`config.mk`:
```
export PLATFORM = sky130hd
export DESIGN_NAME = phy_tst_wr_seq
export DESIGN_NICKNAME = d
export VERILOG_FILES = /design/src/rtl/phy_tst_pkg.sv /design/src/rtl/phy_tst_step_timer.sv /design/src/rtl/phy_tst_pin_drv.sv /design/src/rtl/phy_tst_wr_seq.sv
export SDC_FILE = /design/constraint.sdc
export NUM_CORES = 1
export LEC_CHECK = 0
export CORE_ASPECT_RATIO = 0.9
export CORE_UTILIZATION = 54
export DETAILED_ROUTE_END_ITERATION = 12
export PLACE_DENSITY = 0.86
export SYNTH_ARGS = -nofsm -noshare
export SYNTH_HDL_FRONTEND = slang
export SYNTH_SLANG_ARGS = --single-unit
export TNS_END_PERCENT = 50
```
`constraint.sdc`:
```
create_clock -name clk -period 5.2 [get_ports clk]
set_input_delay 1.04 -clock clk [delete_from_list [all_inputs] [get_ports clk]]
set_output_delay 1.04 -clock clk [all_outputs]
set_load 0.01 [all_outputs]
```
`src/rtl/phy_tst_pkg.sv`:
```
package phy_tst_pkg;

  typedef enum logic [2:0] {
    ST_IDLE   = 3'd0,
    ST_CLEAR  = 3'd1,
    ST_QUIET  = 3'd2,
    ST_RISE   = 3'd3,
    ST_CODE   = 3'd4,
    ST_DATA   = 3'd5,
    ST_TAIL   = 3'd6
  } step_e;

  localparam int unsigned NUM_STEPS = 6;

  function automatic step_e step_after(input step_e s);
    case (s)
      ST_CLEAR: return ST_QUIET;
      ST_QUIET: return ST_RISE;
      ST_RISE:  return ST_CODE;
      ST_CODE:  return ST_DATA;
      ST_DATA:  return ST_TAIL;
      default:  return ST_IDLE;
    endcase
  endfunction

endpackage

```
`src/rtl/phy_tst_step_timer.sv`:
```
module phy_tst_step_timer #(
  parameter int unsigned PHASE_CYC = 4
) (
  input  logic clk,
  input  logic rst_n,
  input  logic restart,
  input  logic run,
  output logic last
);
  localparam int unsigned CNT_W = (PHASE_CYC > 1) ? $clog2(PHASE_CYC) : 1;
  localparam logic [CNT_W-1:0] CNT_TOP = CNT_W'(PHASE_CYC - 1);

  logic [CNT_W-1:0] cnt_q;

  always_ff @(posedge clk or negedge rst_n) begin
    if (!rst_n) begin
      cnt_q <= '0;
    end else if (restart) begin
      cnt_q <= '0;
    end else if (run && cnt_q != CNT_TOP) begin
      cnt_q <= cnt_q + 1'b1;
    end
  end

  assign last = (cnt_q == CNT_TOP);

  AST_CNT_IN_RANGE: assert property (@(posedge clk) disable iff (!rst_n)
    cnt_q <= CNT_TOP);

  initial begin
    AST_PHASE_NONZERO: assert (PHASE_CYC >= 1);
  end
endmodule

```
`src/rtl/phy_tst_pin_drv.sv`:
```
module phy_tst_pin_drv
  import phy_tst_pkg::*;
#(
  parameter int unsigned BUS_W = 8
) (
  input  logic             clk,
  input  logic             rst_n,
  input  step_e            step_nxt,
  input  logic [BUS_W-1:0] code_val,
  input  logic [BUS_W-1:0] data_val,
  output logic             tst_clr,
  output logic             tst_clk,
  output logic             tst_en,
  output logic [BUS_W-1:0] tst_bus
);
  logic             clr_d, clk_d, en_d;
  logic [BUS_W-1:0] bus_d;

  always_comb begin
    clr_d = 1'b0;
    clk_d = 1'b0;
    en_d  = 1'b0;
    bus_d = '0;
    case (step_nxt)
      ST_CLEAR: clr_d = 1'b1;
      ST_RISE:  clk_d = 1'b1;
      ST_CODE: begin
        en_d  = 1'b1;
        bus_d = code_val;
      end
      ST_DATA: begin
        clk_d = 1'b1;
        bus_d = data_val;
      end
      ST_TAIL:  bus_d = data_val;
      default: ;
    endcase
  end

  always_ff @(posedge clk or negedge rst_n) begin
    if (!rst_n) begin
      tst_clr <= 1'b0;
      tst_clk <= 1'b0;
      tst_en  <= 1'b0;
      tst_bus <= '0;
    end else begin
      tst_clr <= clr_d;
      tst_clk <= clk_d;
      tst_en  <= en_d;
      tst_bus <= bus_d;
    end
  end

  AST_CLR_QUIET_BUS: assert property (@(posedge clk) disable iff (!rst_n)
    tst_clr |-> (!tst_clk && !tst_en && tst_bus == '0));
  AST_EN_STROBE_LOW: assert property (@(posedge clk) disable iff (!rst_n)
    tst_en |-> !tst_clk);
  AST_CODE_FALL: assert property (@(posedge clk) disable iff (!rst_n)
    $rose(tst_en) |-> $fell(tst_clk));
  AST_DATA_RISE: assert property (@(posedge clk) disable iff (!rst_n)
    $fell(tst_en) |-> $rose(tst_clk));
endmodule

```
`src/rtl/phy_tst_wr_seq.sv`:
```
module phy_tst_wr_seq
  import phy_tst_pkg::*;
#(
  parameter int unsigned BUS_W     = 8,
  parameter int unsigned PHASE_CYC = 4
) (
  input  logic             clk,
  input  logic             rst_n,
  input  logic             start_valid,
  output logic             start_ready,
  input  logic [BUS_W-1:0] start_code,
  input  logic [BUS_W-1:0] start_data,
  output logic             busy,
  output logic             done,
  output logic             tst_clr,
  output logic             tst_clk,
  output logic             tst_en,
  output logic [BUS_W-1:0] tst_bus
);
  step_e            step_q, step_d;
  logic             take, step_last, advance, done_q;
  logic [BUS_W-1:0] code_q, data_q;

  assign start_ready = (step_q == ST_IDLE);
  assign busy        = (step_q != ST_IDLE);
  assign done        = done_q;
  assign take        = start_valid && start_ready;
  assign advance     = take || (busy && step_last);

  always_comb begin
    step_d = step_q;
    if (take)                   step_d = ST_CLEAR;
    else if (busy && step_last) step_d = step_after(step_q);
  end

  always_ff @(posedge clk or negedge rst_n) begin
    if (!rst_n) begin
      step_q <= ST_IDLE;
      done_q <= 1'b0;
      code_q <= '0;
      data_q <= '0;
    end else begin
      step_q <= step_d;
      done_q <= (step_q == ST_TAIL) && step_last;
      if (take) begin
        code_q <= start_code;
        data_q <= start_data;
      end
    end
  end

  phy_tst_step_timer #(.PHASE_CYC(PHASE_CYC)) u_timer (
    .clk     (clk),
    .rst_n   (rst_n),
    .restart (advance),
    .run     (busy),
    .last    (step_last)
  );

  phy_tst_pin_drv #(.BUS_W(BUS_W)) u_pins (
    .clk      (clk),
    .rst_n    (rst_n),
    .step_nxt (step_d),
    .code_val (code_q),
    .data_val (data_q),
    .tst_clr  (tst_clr),
    .tst_clk  (tst_clk),
    .tst_en   (tst_en),
    .tst_bus  (tst_bus)
  );

  AST_DONE_ONE_CYCLE: assert property (@(posedge clk) disable iff (!rst_n)
    done |=> !done);
  AST_DONE_ENDS_BUSY: assert property (@(posedge clk) disable iff (!rst_n)
    $fell(busy) |-> done);
  AST_HOLD_REQUEST: assert property (@(posedge clk) disable iff (!rst_n)
    (busy && start_valid) |=> ($stable(code_q) && $stable(data_q)));
  AST_IDLE_PINS_LOW: assert property (@(posedge clk) disable iff (!rst_n)
    !busy |-> (!tst_clr && !tst_clk && !tst_en && tst_bus == '0));
endmodule

```
# Yosys cells after proc, flatten, opt, wreduce, memory -nomap -nowiden
# Cells that the tools add are included.
# op_classes
addsub,1
n_eq_ne,13
n_mux,9
n_reduce_logical,10
# op_table
cell,n
"equality test 3 bit, second input constant",6
one-hot mux 8 bit (2 select lines),1
one-hot mux 3 bit (5 select lines),1
"equality test 3 x 2 -> 1 bit, second input constant",3
"equality test 3 x 1 -> 1 bit, second input constant",2
2-to-1 mux 3 bit,2
logical AND 1 bit,4
2-to-1 mux 2 bit,2
OR reduction 2 bit,2
zero test 3 bit,1
2-to-1 mux 1 bit,3
nonzero test 3 bit,1
"adder 2 x 1 -> 2 bit, second input constant",1
"equality test 2 bit, second input constant",1
"!= test 2 bit, second input constant",1
nonzero test 2 bit,1
logical OR 1 bit,1
# word_totals
regBits,33
output_inout_bits,14
elab_cells,42

# Depth between registers and ports, before layout
# logic_depth
ltp_word,7
mapped_depth,8
ltp_nobuf,6

# Cells and area by module
# Synthesis repeated with hierarchy kept, for this count alone.
# hier_totals
hier_cells,125
hier_area_um2,1610.3
# by_module_without_submodules
module,instances,cells_each,area_per_inst_um2,seq_area_each_um2
phy_tst_wr_seq,1,63,912.1,500.5
phy_tst_pin_drv,1,52,574.3,275.3
phy_tst_step_timer,1,10,123.9,50.0

# Worst setup path after synthesis
# No wires, ideal clock.
# synth_timing
path_kind,register -> register
from,register step_q[1]
to,register u_pins.tst_clk
t_arrival_ps,1940
required_time_ps,5122
slack_ps,3182
path_stages_with_launch,8
path_buffers,1
synth_period_minus_slack_ps,2018
path_cell_list,dfrtp_1 -> buf_2 -> inv_1 -> ha_1 -> o31ai_4 -> a32oi_1 -> or4_1 -> a21oi_1
# synth_between
elab_chain_cells,7
elab_cells_between_ends,16
classes_between,7 x eq/ne; 4 x mux; 5 x reduce/logical
# synth_rtl
item,line_no,text
"start, declared",phy_tst_wr_seq.sv:20,"step_e step_q, step_d;"
"start signal, assigned",phy_tst_wr_seq.sv:43,step_q <= step_d;
"equality test 3 bit, or another cell as far along",phy_tst_pkg.sv:16,case (s)
one-hot mux 3 bit (5 select lines) or logical AND 1 bit (tied branches),"phy_tst_pkg.sv:16, phy_tst_wr_seq.sv:33",
2-to-1 mux 3 bit,phy_tst_wr_seq.sv:33,else if (busy && step_last) step_d = step_after(step_q);
2-to-1 mux 3 bit (*),phy_tst_wr_seq.sv:32,if (take) step_d = ST_CLEAR;
equality test 3 x 2 -> 1 bit or equality test 3 bit (tied branches),phy_tst_pin_drv.sv:24,case (step_nxt)
OR reduction 2 bit (no source line) (*),-,
2-to-1 mux 1 bit (*),phy_tst_pin_drv.sv:24,
via u_pins.clk_d,phy_tst_pin_drv.sv:16,"logic clr_d, clk_d, en_d;"
"end signal, assigned",phy_tst_pin_drv.sv:48,tst_clk <= clk_d;
"end, declared",phy_tst_pin_drv.sv:12,"output logic tst_clk,"
# The timed path passes the listed nets; every way through them passes the cells marked *.
# A chain may end at the register's enable or synchronous reset.

# Worst setup path after layout
# layout_timing
from,register step_q[1]
to,output port start_ready
# layout_between
elab_chain_cells,1
# layout_rtl
item,line_no,text
zero test 3 bit,phy_tst_wr_seq.sv:24,assign start_ready = (step_q == ST_IDLE);
"end, declared",phy_tst_wr_seq.sv:10,"output logic start_ready,"
# Every way passes these cells.

==> summary.txt <==
Outcome
  • Status: complete, no violations

Global routing
  • Grt met2 use: 38.9%
  • Pin count of the biggest net entering global routing: 34
  • Initial antenna violation count: 0
  • Vias in the first global route: 1,080
  • First-pass GRT wire length: 4.98 mm
  • GR Util met1: 27.5%
  • Grt ovf: 0
  • Global Route Usage Sum: 22.9%
  • Gr busiest metal: met2
  • GR Util met3: 5.19%

Timing
  • Measured slew at the worst slew-check pin: 742 ps
  • Total negative slack: 0 ps
  • Period utilization: 57.5%
  • Unrepaired setup endpoints after global routing: false
  • Slew margin rel.: 50.5%
  • Pins Over Slew Limit: 0
  • Final Worst Setup Slack: 2210 ps
  • Endpoints failing hold: 0
  • Final Hold Slack: 498 ps
  • Tmin final: 2990 ps
  • Final setup fails: 0
  • Clock skew: 14.6 ps
  • Peak Freq: 0.334 GHz

Clock network
  • Clk_lat worst skew: 350 ps
  • CTS Root Cell: clkbuf_4
  • CTS tree: built
  • Total setup buffers inserted after CTS: 0
  • Cts repair resizes: 0
  • Longest Clk Path Bufs: 2
  • Reg clk slew, reported paths: 110 ps
  • CTS Hold Bufs: 0
  • Clock Sinks: 33
  • Max H-tree Level: 2
  • Total CTS buffers: 5

Placement
  • PortBufs: 32
  • Final HPWL DP: 2.25 mm
  • Placer congestion estimate: 0.759
  • Pre-CTS setup slack: 2480 ps
  • Placed Cells: 200
  • Placed Area: 1880 um^2

Floorplan
  • Top Ports: 33
  • # rows: 18
  • Die H: 52.8 um
  • Die width: 58.5 um
  • Die area: 3090 um^2
  • Initial core utilization: 56.9%
  • Area of the core: 2730 um^2

Synth
  • Seq/Total Area, Yosys: 53.3%
  • Mapped Cells: 136
  • Ys flop type: dfrtp_1
  • Number of synthesized register bits: 33
  • Mapped Nets: 157
  • Asr flop ratio synth: 100%
  • Cell variety after synth: 33
  • Ys Warns: 0
  • Post-synth EDFFs: 0
  • Cell Area, Synth: 1550 um^2
  • Avg Synthesized Cell Area: 11.4 um^2

Cells and area
  • Final cell count without fillers: 208
  • Layout cells sized above 1: 7.14%
  • Layout fillers: 190
  • Layout Utilization: 70.8%
  • Final nets: 188
  • Cell area after layout: 1930 um^2
  • Diodes inserted: 0
  • Area growth from synthesis to layout: 24.5%

Detailed routing
  • Vias/cell: 5.82
  • Routed Antenna Nets: 0
  • Residual DRC: 0
  • First DRT Iteration DRCs: 53
  • First-pass DRT Iterations: 4
  • DR WL/cell: 15.4 um
  • WL final: 3.19 mm
  • Vias: 1,211

Critical path
  • Critical Path AT: 1950 ps
  • Buffer and inverter count on the worst path: 1
  • Crit path largest cell delay: 630 ps
  • Critical path required time: 4160 ps
  • CP Capture Type: primary output
  • Worst setup path class: reg2out
  • Max stage delay cell, worst path: clkdlybuf4s50_1
  • Top Family by Delay on Critical Path: buffers and inverters
  • Critical-path cell list: nor3_2, clkdlybuf4s50_1
  • Startpoint Class: flop
  • Crit path max fanout: 12

Power
  • Pleak: 0.793 nW
  • Total power: 1.09 mW
  • Pwr/cell area: 563 nW/um^2
  • Peak supply drop: 295 uV

Job
  • Max Cap Viol: 0

Worst hold path
  • Worst Hold Class: reg2reg
[cells by family (layout without fill, tap and decap cells)]
family,count (synthesis),in the layout,synth area share [%]
DFF,33,33,53.3
muxes,16,16,11.6
buffers and inverters,16,48,4.92
adders and majority gates,2,2,1.61
and+or+nand+nor,38,38,14.2
AOI/OAI and AO/OA,31,31,14.4
[power breakdown]
part	internal, mW	switching [mW]	total, mW
sequential	0.367	0.0894	0.456
combinational	0.221	0.272	0.492
clock	0.0514	0.0868	0.138
total	0.639	0.448	1.09
[area by class of cell]
class                      instances  area, um^2  area share, %
tap                               40        50.0           2.59
clock buffer                       6        41.3           2.14
sequential                        33         826           42.8
clock inverter                     2        10.0          0.519
inverter                           7        26.3           1.36
multi-input combinational         87         648           33.6
timing repair buffer              33         328           17.0
[Yosys cell counts (all sizes together) (2+ instances only)]
master  count  share of area, %
nor2        2              0.48
nand4       8               3.2
o21ai       2              0.65
ha          2               1.6
dfrtp      33                53
nor3        3               1.3
buf         8               3.0
inv         7               1.7
nand2b      4               1.6
and2        3               1.2
mux2       16                12
nand2       9               2.2
nand3b      4               1.9
a21oi      12               4.1
o31ai      12               6.7
[path summary, 6_finish.rpt]
| check | start | end | slack, ps | cells after the start |
|---|---|---|---|---|
| max | step_q[1] | start_ready | 2210 | 2 |
| min | code_q[3] | code_q[3] | 500 | 1 |
| max reg2reg | step_q[1] | u_pins.tst_clr | 2870 | 6 |
| min reg2reg | code_q[3] | code_q[3] | 500 | 1 |
| max in group asynchronous | rst_n | u_pins.tst_bus[2] | 3820 | 2 |
| min in group asynchronous | rst_n | step_q[1] | 1080 | 2 |
[metal layers]
metal  part of all wire, %  up-vias
met4                   1.8        0
li1                      -      557
met2                    51       47
met1                    42      600
met3                   5.6        7
met5                     0        -
[state kept, by name, summed over array words and instances, names as in the netlist]
name and cells:
u_timer.cnt_q 2, u_pins.tst_clr 1, code_q 8, u_pins.tst_clk 1, data_q 8, step_q 3
done 1, u_pins.tst_en 1, u_pins.tst_bus 8
[cell usage in the layout, fill, tap and decap left out, types with 2 or more instances in the layout]
| master | n |
|---|---|
| a21oi_1 | 11 |
| clkbuf_4 | 5 |
| nor2_1 | 2 |
| nand2b_1 | 4 |
| nand3b_1 | 4 |
| dfrtp_1 | 33 |
| nor3_1 | 2 |
| nand2_1 | 9 |
| mux2_1 | 16 |
| nand4_1 | 8 |
| and2_1 | 3 |
| ha_1 | 2 |
| clkinv_2 | 2 |
| o31ai_1 | 11 |
| inv_1 | 7 |
| clkdlybuf4s50_1 | 32 |
[worst reg2reg max path: stages, from the launching register on]
cell and delay, ps:
dfrtp_1 600, inv_1 130, ha_1 420, nand3b_1 250
a21oi_2 440, o31ai_1 210, nor3_1 200
Power figures use the tool's default switching activity.
